<file path="src/rtl/adc_seq_pkg.sv">
// Package: shared constants and helpers for the averaging step sequencer.
// Assumes averaging is limited to 2^6 samples per entry.
package adc_seq_pkg;

    localparam int AVG_LOG_MAX = 6;

    // Index width that stays at least one bit for single-entry structures.
    function automatic int idx_w(input int n);
        return (n > 1) ? $clog2(n) : 1;
    endfunction

    // Limit the averaging exponent to the supported maximum.
    function automatic logic [2:0] clamp_avg(input logic [2:0] v);
        return (v > 3'(AVG_LOG_MAX)) ? 3'(AVG_LOG_MAX) : v;
    endfunction

endpackage

</file>
<file path="src/rtl/adc_seq_ctrl.sv">
// Module: step walker and accumulator. On a trigger while idle it runs the
// configured steps in order, drives the converter input selects, sums 2^k
// results per step and emits one push per step. Assumes conv_valid is only
// meaningful while conv_req is high and that CH_W is at least 2.
module adc_seq_ctrl
    import adc_seq_pkg::*;
#(
    parameter int NSTEPS = 8,
    parameter int CH_W   = 5,
    parameter int DATA_W = 12,
    localparam int STEP_W = idx_w(NSTEPS),
    localparam int ACC_W  = DATA_W + AVG_LOG_MAX
) (
    input  logic                     clk,
    input  logic                     rst_n,
    input  logic                     trig,
    input  logic [NSTEPS*CH_W-1:0]   step_chan,
    input  logic [NSTEPS-1:0]        step_diff,
    input  logic [NSTEPS-1:0]        step_ie,
    input  logic [NSTEPS-1:0]        step_last,
    input  logic [2:0]               avg_log,
    input  logic                     conv_valid,
    input  logic [DATA_W-1:0]        conv_data,
    output logic                     conv_req,
    output logic [CH_W-1:0]          conv_pos,
    output logic [CH_W-1:0]          conv_neg,
    output logic                     conv_diff,
    output logic                     push,
    output logic [DATA_W-1:0]        push_data,
    output logic                     irq,
    output logic [STEP_W-1:0]        irq_step,
    output logic                     trig_ovr
);

    logic              busy_q;
    logic [STEP_W-1:0] step_q;
    logic [5:0]        cnt_q;
    logic [2:0]        avg_q;
    logic [ACC_W-1:0]  acc_q;
    logic              irq_q;
    logic [STEP_W-1:0] irq_step_q;
    logic              ovr_q;

    logic [CH_W-1:0]   chan_a [NSTEPS];
    logic [CH_W-1:0]   cur_chan;
    logic              cur_diff;
    logic              accept;
    logic              last_sample;
    logic              end_step;
    logic [5:0]        cnt_tgt;
    logic [ACC_W-1:0]  sum_next;
    logic [ACC_W-1:0]  shifted;

    // Split the packed channel bus into one field per step.
    for (genvar g = 0; g < NSTEPS; g++) begin : g_chan
        assign chan_a[g] = step_chan[g*CH_W +: CH_W];
    end

    // Decode the current step and the averaging state.
    always_comb begin
        cur_chan    = chan_a[step_q];
        cur_diff    = step_diff[step_q];
        accept      = busy_q & conv_valid;
        cnt_tgt     = 6'((7'd1 << avg_q) - 7'd1);
        last_sample = (cnt_q == cnt_tgt);
        end_step    = step_last[step_q] | (step_q == STEP_W'(NSTEPS - 1));
        sum_next    = acc_q + ACC_W'(conv_data);
        shifted     = sum_next >> avg_q;
    end

    // Map the step's channel field onto the converter input selects.
    always_comb begin
        if (cur_diff) begin
            conv_pos = {cur_chan[CH_W-2:0], 1'b0};
            conv_neg = {cur_chan[CH_W-2:0], 1'b1};
        end else begin
            conv_pos = cur_chan;
            conv_neg = '0;
        end
    end

    assign conv_req  = busy_q;
    assign conv_diff = cur_diff;
    assign push      = accept & last_sample;
    assign push_data = shifted[DATA_W-1:0];
    assign irq       = irq_q;
    assign irq_step  = irq_step_q;
    assign trig_ovr  = ovr_q;

    // Sequence state: start, accumulate, advance and finish.
    always_ff @(posedge clk) begin
        if (!rst_n) begin
            busy_q <= 1'b0;
            step_q <= '0;
            cnt_q  <= '0;
            avg_q  <= '0;
            acc_q  <= '0;
        end else if (trig && !busy_q) begin
            busy_q <= 1'b1;
            step_q <= '0;
            cnt_q  <= '0;
            acc_q  <= '0;
            avg_q  <= clamp_avg(avg_log);
        end else if (accept) begin
            if (last_sample) begin
                cnt_q <= '0;
                acc_q <= '0;
                if (end_step) busy_q <= 1'b0;
                else          step_q <= step_q + 1'b1;
            end else begin
                cnt_q <= cnt_q + 1'b1;
                acc_q <= sum_next;
            end
        end
    end

    // Completion pulse and its step index, one cycle after the push.
    always_ff @(posedge clk) begin
        if (!rst_n) begin
            irq_q      <= 1'b0;
            irq_step_q <= '0;
        end else begin
            irq_q      <= push & step_ie[step_q];
            irq_step_q <= step_q;
        end
    end

    // Sticky flag for a trigger that lands on a running sequence.
    always_ff @(posedge clk) begin
        if (!rst_n)              ovr_q <= 1'b0;
        else if (trig && busy_q) ovr_q <= 1'b1;
    end

    // a trigger while busy neither restarts nor moves the walk.
    a_r6_trig_ignored: assert property (@(posedge clk) disable iff (!rst_n)
        (busy_q && trig && !conv_valid) |=> (busy_q && $stable(step_q) && $stable(cnt_q)));

    // the sample counter never passes the averaging target.
    a_r4_cnt_bound: assert property (@(posedge clk) disable iff (!rst_n)
        busy_q |-> (cnt_q <= cnt_tgt));

    // a sequence that finishes leaves the request low afterwards.
    a_r2_end_drops_req: assert property (@(posedge clk) disable iff (!rst_n)
        (push && end_step && !trig) |=> !conv_req);

endmodule

</file>
<file path="src/rtl/adc_seq_fifo.sv">
// Module: result FIFO with registered read data. Pushes into a full FIFO
// are dropped and pops from an empty FIFO hold the last read value; both
// set sticky flags cleared only by reset. Assumes DEPTH is at least 1.
module adc_seq_fifo
    import adc_seq_pkg::*;
#(
    parameter int DEPTH = 8,
    parameter int W     = 12,
    localparam int PTR_W = idx_w(DEPTH),
    localparam int CNT_W = $clog2(DEPTH + 1)
) (
    input  logic         clk,
    input  logic         rst_n,
    input  logic         wr,
    input  logic [W-1:0] wr_data,
    input  logic         rd,
    output logic [W-1:0] rd_data,
    output logic         empty,
    output logic         ovf,
    output logic         udf
);

    logic [W-1:0]     mem [DEPTH];
    logic [PTR_W-1:0] wptr_q;
    logic [PTR_W-1:0] rptr_q;
    logic [CNT_W-1:0] cnt_q;
    logic [W-1:0]     rd_q;
    logic             ovf_q;
    logic             udf_q;
    logic             full;
    logic             wr_ok;
    logic             rd_ok;

    // Occupancy decode and accepted operations.
    always_comb begin
        empty = (cnt_q == '0);
        full  = (cnt_q == CNT_W'(DEPTH));
        wr_ok = wr & !full;
        rd_ok = rd & !empty;
    end

    // Storage write.
    always_ff @(posedge clk) begin
        if (wr_ok) mem[wptr_q] <= wr_data;
    end

    // Pointers, occupancy and registered read data.
    always_ff @(posedge clk) begin
        if (!rst_n) begin
            wptr_q <= '0;
            rptr_q <= '0;
            cnt_q  <= '0;
            rd_q   <= '0;
        end else begin
            if (wr_ok) wptr_q <= (wptr_q == PTR_W'(DEPTH - 1)) ? '0 : wptr_q + 1'b1;
            if (rd_ok) begin
                rptr_q <= (rptr_q == PTR_W'(DEPTH - 1)) ? '0 : rptr_q + 1'b1;
                rd_q   <= mem[rptr_q];
            end
            if (wr_ok && !rd_ok)      cnt_q <= cnt_q + 1'b1;
            else if (rd_ok && !wr_ok) cnt_q <= cnt_q - 1'b1;
        end
    end

    // Sticky error flags.
    always_ff @(posedge clk) begin
        if (!rst_n) begin
            ovf_q <= 1'b0;
            udf_q <= 1'b0;
        end else begin
            if (wr && full)  ovf_q <= 1'b1;
            if (rd && empty) udf_q <= 1'b1;
        end
    end

    assign rd_data = rd_q;
    assign ovf     = ovf_q;
    assign udf     = udf_q;

    // occupancy never exceeds the depth.
    a_r8_no_overflow: assert property (@(posedge clk) disable iff (!rst_n)
        cnt_q <= CNT_W'(DEPTH));

    // a push into a full FIFO leaves the occupancy and raises the flag.
    a_r8_full_drop: assert property (@(posedge clk) disable iff (!rst_n)
        (wr && full && !rd) |=> ($stable(cnt_q) && ovf_q));

    // a pop from an empty FIFO holds the read data.
    a_r9_empty_hold: assert property (@(posedge clk) disable iff (!rst_n)
        (rd && empty) |=> ($stable(rd_data) && udf_q));

endmodule

</file>
<file path="src/rtl/adc_seq_avg.sv">
// Module: top of the averaging step sequencer. Joins the step walker to
// the result FIFO; step capacity and FIFO depth share NSTEPS.
// Assumes NSTEPS is 1, 4 or 8 and CH_W is at least 2.
module adc_seq_avg
    import adc_seq_pkg::*;
#(
    parameter int NSTEPS = 8,
    parameter int CH_W   = 5,
    parameter int DATA_W = 12,
    localparam int STEP_W = idx_w(NSTEPS)
) (
    input  logic                   clk,
    input  logic                   rst_n,
    input  logic                   trig,
    input  logic [NSTEPS*CH_W-1:0] step_chan,
    input  logic [NSTEPS-1:0]      step_diff,
    input  logic [NSTEPS-1:0]      step_ie,
    input  logic [NSTEPS-1:0]      step_last,
    input  logic [2:0]             avg_log,
    output logic                   conv_req,
    output logic [CH_W-1:0]        conv_pos,
    output logic [CH_W-1:0]        conv_neg,
    output logic                   conv_diff,
    input  logic                   conv_valid,
    input  logic [DATA_W-1:0]      conv_data,
    output logic                   irq,
    output logic [STEP_W-1:0]      irq_step,
    input  logic                   fifo_rd,
    output logic [DATA_W-1:0]      rd_data,
    output logic                   fifo_empty,
    output logic                   trig_ovr,
    output logic                   fifo_ovf,
    output logic                   fifo_udf
);

    logic              push;
    logic [DATA_W-1:0] push_data;

    adc_seq_ctrl #(.NSTEPS(NSTEPS), .CH_W(CH_W), .DATA_W(DATA_W)) u_ctrl (
        .clk(clk), .rst_n(rst_n), .trig(trig),
        .step_chan(step_chan), .step_diff(step_diff), .step_ie(step_ie),
        .step_last(step_last), .avg_log(avg_log),
        .conv_valid(conv_valid), .conv_data(conv_data),
        .conv_req(conv_req), .conv_pos(conv_pos), .conv_neg(conv_neg),
        .conv_diff(conv_diff), .push(push), .push_data(push_data),
        .irq(irq), .irq_step(irq_step), .trig_ovr(trig_ovr)
    );

    adc_seq_fifo #(.DEPTH(NSTEPS), .W(DATA_W)) u_fifo (
        .clk(clk), .rst_n(rst_n), .wr(push), .wr_data(push_data),
        .rd(fifo_rd), .rd_data(rd_data), .empty(fifo_empty),
        .ovf(fifo_ovf), .udf(fifo_udf)
    );

    // every completion pulse follows a push on the previous edge.
    a_r5_irq_after_push: assert property (@(posedge clk) disable iff (!rst_n)
        irq |-> $past(push));

    // a push always leaves the FIFO non-empty on the next cycle.
    a_r7_push_fills: assert property (@(posedge clk) disable iff (!rst_n)
        (push && !fifo_rd) |=> !fifo_empty);

endmodule

</file>
<file path="config.mk">
export PLATFORM = sky130hd
export DESIGN_NAME = adc_seq_avg
export DESIGN_NICKNAME = d
export VERILOG_FILES = /design/src/rtl/adc_seq_pkg.sv /design/src/rtl/adc_seq_ctrl.sv /design/src/rtl/adc_seq_fifo.sv /design/src/rtl/adc_seq_avg.sv
export SDC_FILE = /design/constraint.sdc
export NUM_CORES = 1
export LEC_CHECK = 0
export ABC_AREA = 1
export BUFFER_PORTS_ARGS = -buffer_cell sky130_fd_sc_hd__buf_2
export CAP_MARGIN = 40
export CORE_UTILIZATION = 25
export DETAILED_ROUTE_END_ITERATION = 10
export PLACE_DENSITY = 0.53
export SYNTH_ARGS = -nofsm -noshare
export SYNTH_HDL_FRONTEND = slang
export SYNTH_SLANG_ARGS = --single-unit
</file>
<file path="constraint.sdc">
create_clock -name clk -period 2.96 [get_ports clk]
set_input_delay 0.592 -clock clk [delete_from_list [all_inputs] [get_ports clk]]
set_output_delay 0.592 -clock clk [all_outputs]
set_load 0.05 [all_outputs]
</file>
==> results.md <==
| Stage | Quantity | Reported |
|---|---|---|
| clock tree | TritonCTS clock tree | built |
| detailed routing | Routed length per placed instance | 14.1 um |
| detailed routing | Via count normalized by instance count | 4.52 |
| die | Overall die height | 185 um |
| die | DIE AREA | 34,100 um^2 |
| power | Total internal power | 4.26 mW |
| sta | RSZ-0062 raised after global routing | true |
| synthesis | Library cells used by synthesis | 41 |
| sta | Fin Setup TNS | 0 ns |
| power | Overall power | 6.74 mW |
| sta | Final WS setup | 0.0864 ns |
| power | Pwr Density | 659 nW/um^2 |
| critical path | Critical-path cell with the highest stage delay | sky130_fd_sc_hd__dfxtp_1 |
| critical path | Classification of the worst setup path | flip-flop to primary output |
| sta | Maximum clock frequency | 348 MHz |
| detailed routing | Drt initial violations | 361 |
| sta | Final hold violations | 0 |
| synthesis | Synth Warn # | 0 |
| clock tree | Root buffer cell | sky130_fd_sc_hd__clkbuf_16 |
| clock tree | Clock transition at path regs | 0.06 ns |
| die | Die Wd | 185 um |
| power | Proportion of power drawn by the clock network | 0.301 |
| critical path | Ordered cell list for the critical path | buf_4, o21ai_0, o22ai_1, inv_1, o21a_2, nor2_1, o21bai_1, buf_2 |
| power | Switching part of the total power | 0.368 |
| finish | Most frequent standard cell in the layout excluding fill and tap cells | sky130_fd_sc_hd__nand2_1 |
| critical path | Critical Path Fanout Max | 14 |
| detailed routing | Number of remaining DRC errors | 0 |
| synthesis | Area leader, netlist | sky130_fd_sc_hd__edfxtp_1 |
| power | Leakage power of the design | 4.20 nW |
| finish | Layout cell share with drive strength beyond 1 | 0.190 |
| die | Number of top-level pins | 116 |
| grt | Largest net degree at the start of global routing | 51 |
| place | Half-perimeter wire length of the detailed placement result | 15,700 um |
| synthesis | Post-Syn Nets | 1,118 |
| sta | Final critical-path share of the clock period | 0.971 |
| detailed routing | DRT Pass-1 Iters | 5 |
| finish | Area overhead of the layout relative to synthesis | 22.6% |
| clock tree | Clk_lat worst skew | 0.43 ns |
| critical path | CP bufs+invs | 3 |
| finish | Net count of the finished layout | 1,246 |
| grt | Total congestion overflow | 0 |
| clock tree | Largest buffer count on any clock path | 2 |
| synthesis | Register bit count reported by yosys | 156 |
| critical path | Arrival time worst endpoint | 2.28 ns |
| power | Seq pwr share | 0.385 |
| synthesis | Average instance area after synthesis | 8.28 um^2 |
| sta | Worst hold margin | 0.429 ns |
| grt | First-pass GRT wire length | 35,800 um |
| grt | Number of antenna violations at the first check in global routing | 0 |
| die | Total number of placement rows | 66 |
| detailed routing | Drt total wl | 22,400 um |
| sta | Min cycle time layout | 2.87 ns |
| synthesis | Cells after Synth | 1,009 |
| grt | Via count of the first global-routing pass | 6,666 |
| outcome | Result of the run | completed |
| synthesis | Mapped cell area | 8350 um^2 |
| sta | Rel. slew slack | 0.471 |
| place | Post-place setup slack | 0.0435 ns |
| finish | Highest-count cells in the layout ignoring fill and taps | sky130_fd_sc_hd__nand2_1, sky130_fd_sc_hd__nor2_1, sky130_fd_sc_hd__buf_2 |
| critical path | Required @ worst endpoint | 2.37 ns |
| critical path | Max stage delay on crit path | 0.41 ns |
| clock tree | Maximum level of the CTS H-tree | 4 |
| power | Comb pwr share | 0.313 |
| detailed routing | Detailed-route via count | 7,193 |
| synthesis | Leading cell types by total area after synthesis | sky130_fd_sc_hd__edfxtp_1, sky130_fd_sc_hd__dfxtp_1, sky130_fd_sc_hd__nand2_1 |
| synthesis | Share of synthesized area occupied by flip-flops and latches | 0.489 |
| sta | Max Slew Vio Count | 0 |
| clock tree | # hold bufs at CTS | 0 |
| synthesis | Fraction of post-synthesis cell area in the top cell type by area | 0.345 |
| clock tree | Number of buffers inserted during clock tree synthesis | 17 |
| critical path | Critical path startpoint category | flip-flop |
| power | Net switching power | 2.48 mW |
| clock tree | Clock tree sinks | 156 |
| flow run | Max-capacitance violation count | 0 |
| critical path | Kind of end point of the critical path | primary output |
| sta | Worst setup skew after layout | 0.0142 ns |
| place | Count of port buffers added during placement | 115 |
| sta | Final setup viols | 0 |
| sta | Worst-margin pin slew | 0.792 ns |
| die | Initial core utilization | 0.255 |
| min path | Min-delay worst type | input pin to flip-flop |
| grt | Overall Global Routing Usage | 0.134 |
| die | Area of the placeable core | 32,700 um^2 |
| place | Final Wtd Congestion | 0.873 |
| detailed routing | Number of routed nets with antenna violations | 0 |
| power | VDD IR-drop max | 0.453 mV |
| finish | Antenna fix cells | 0 |
| critical path | Kind of cell adding the most delay to the critical path | compound AO/OA/AOI/OAI gates |
## routing by layer
metal | track usage | vias to the layer above | routed length, um
met5 | 0 | - | 0
met4 | 0.0403 | 0 | 293
met3 | 0.0234 | 21 | 709
met2 | 0.212 | 137 | 10300
met1 | 0.187 | 3335 | 11100
li1 | - | 3700 | -
## kinds of logic (layout without fill, tap and decap cells)
logic type	after synthesis	in the layout	synth area share
XOR/XNOR	16	16	0.0177
adder cells (fa/ha/maj)	25	25	0.0393
AO/OA/AOI/OAI	178	178	0.126
flip-flops	156	156	0.489
buffers and inverters	140	281	0.0674
AND/OR/NAND/NOR	482	482	0.246
multiplexers	12	12	0.0144
## timing repair
action | 4_1_cts | 5_1_grt
pin swaps | 0 | 11
hold endpoints to repair | 0 | 0
resized for setup | 0 | 24
endpoints found under the setup margin | 1 | 9
setup buffers | 0 | 4
## cell usage after synthesis, drive strengths merged
cell / n
a211oi: 1
a21oi: 50
a221o: 1
a22oi: 1
a31oi: 1
and2: 5
buf: 18
clkbuf: 29
clkinv: 2
dfxtp: 60
edfxtp: 96
fa: 2
ha: 23
inv: 91
mux2i: 12
nand2: 228
nand3: 96
nand3b: 1
nand4: 7
nor2: 137
nor3: 6
nor3b: 1
o211ai: 13
o21a: 1
o21ai: 70
o21bai: 1
o221ai: 13
o22ai: 14
o32ai: 12
or2: 1
xnor2: 6
xor2: 10
## registers in the layout, indices dropped and copies added, names as in the netlist, 3 cells and up
register	count
u_fifo.mem	96
u_ctrl.acc_q	18
u_fifo.rd_data	12
u_ctrl.cnt_q	6
u_fifo.cnt_q	4
u_ctrl.avg_q	3
u_ctrl.irq_step	3
u_ctrl.step_q	3
u_fifo.rptr_q	3
u_fifo.wptr_q	3
## final timing paths
path | from | end | slack (ns) | depth (start not counted)
setup / recovery | u_ctrl.step_q[1] | conv_pos[3] | 0.09 | 8
hold / removal | fifo_rd | u_fifo.udf | 0.43 | 3
setup reg to reg | u_ctrl.avg_q[1] | u_fifo.cnt_q[3] | 0.13 | 23
hold reg to reg | u_fifo.udf | u_fifo.udf | 0.45 | 2
## final cells by class
type,instances,area [um^2]
flip-flops and latches,156,4090
clock buffers,17,425
well taps,442,553
multi-input cells,713,3780
clock inverters,15,114
fillers,3515,22500
inverters,93,358
repair buffers,156,915
## metrics by stage
stage                     cells  area (um^2)  utilization
after floorplan            1009         8360            -
after global placement     1556         9580        0.293
after detailed placement   1556         9580        0.293
after CTS                  1588        10100        0.309
after global routing       1592        10200        0.313
final                      1592        10200        0.313
## worst register-to-register path: cells and delay by family (launching register included)
kind,cells,cell delay [ns]
adders and majority gates,3,0.61
buffers and inverters,3,0.26
AOI/OAI and AO/OA,4,0.44
and+or+nand+nor,13,1.07
DFF,1,0.34
## power by group through the flow
| stage | Combinational (mW) | Sequential, mW | Clock (mW) |
|---|---|---|---|
| finish | 2.11 | 2.60 | 2.03 |
| CTS | 2.08 | 2.59 | 2.08 |
| detailed placement | 2.07 | 2.64 | 0 |
| global placement | 2.04 | 2.64 | 0 |
| global route | 2.34 | 2.61 | 2.16 |
| floorplan | 1.24 | 2.87 | 0 |
(Power assumes the default switching activity.)
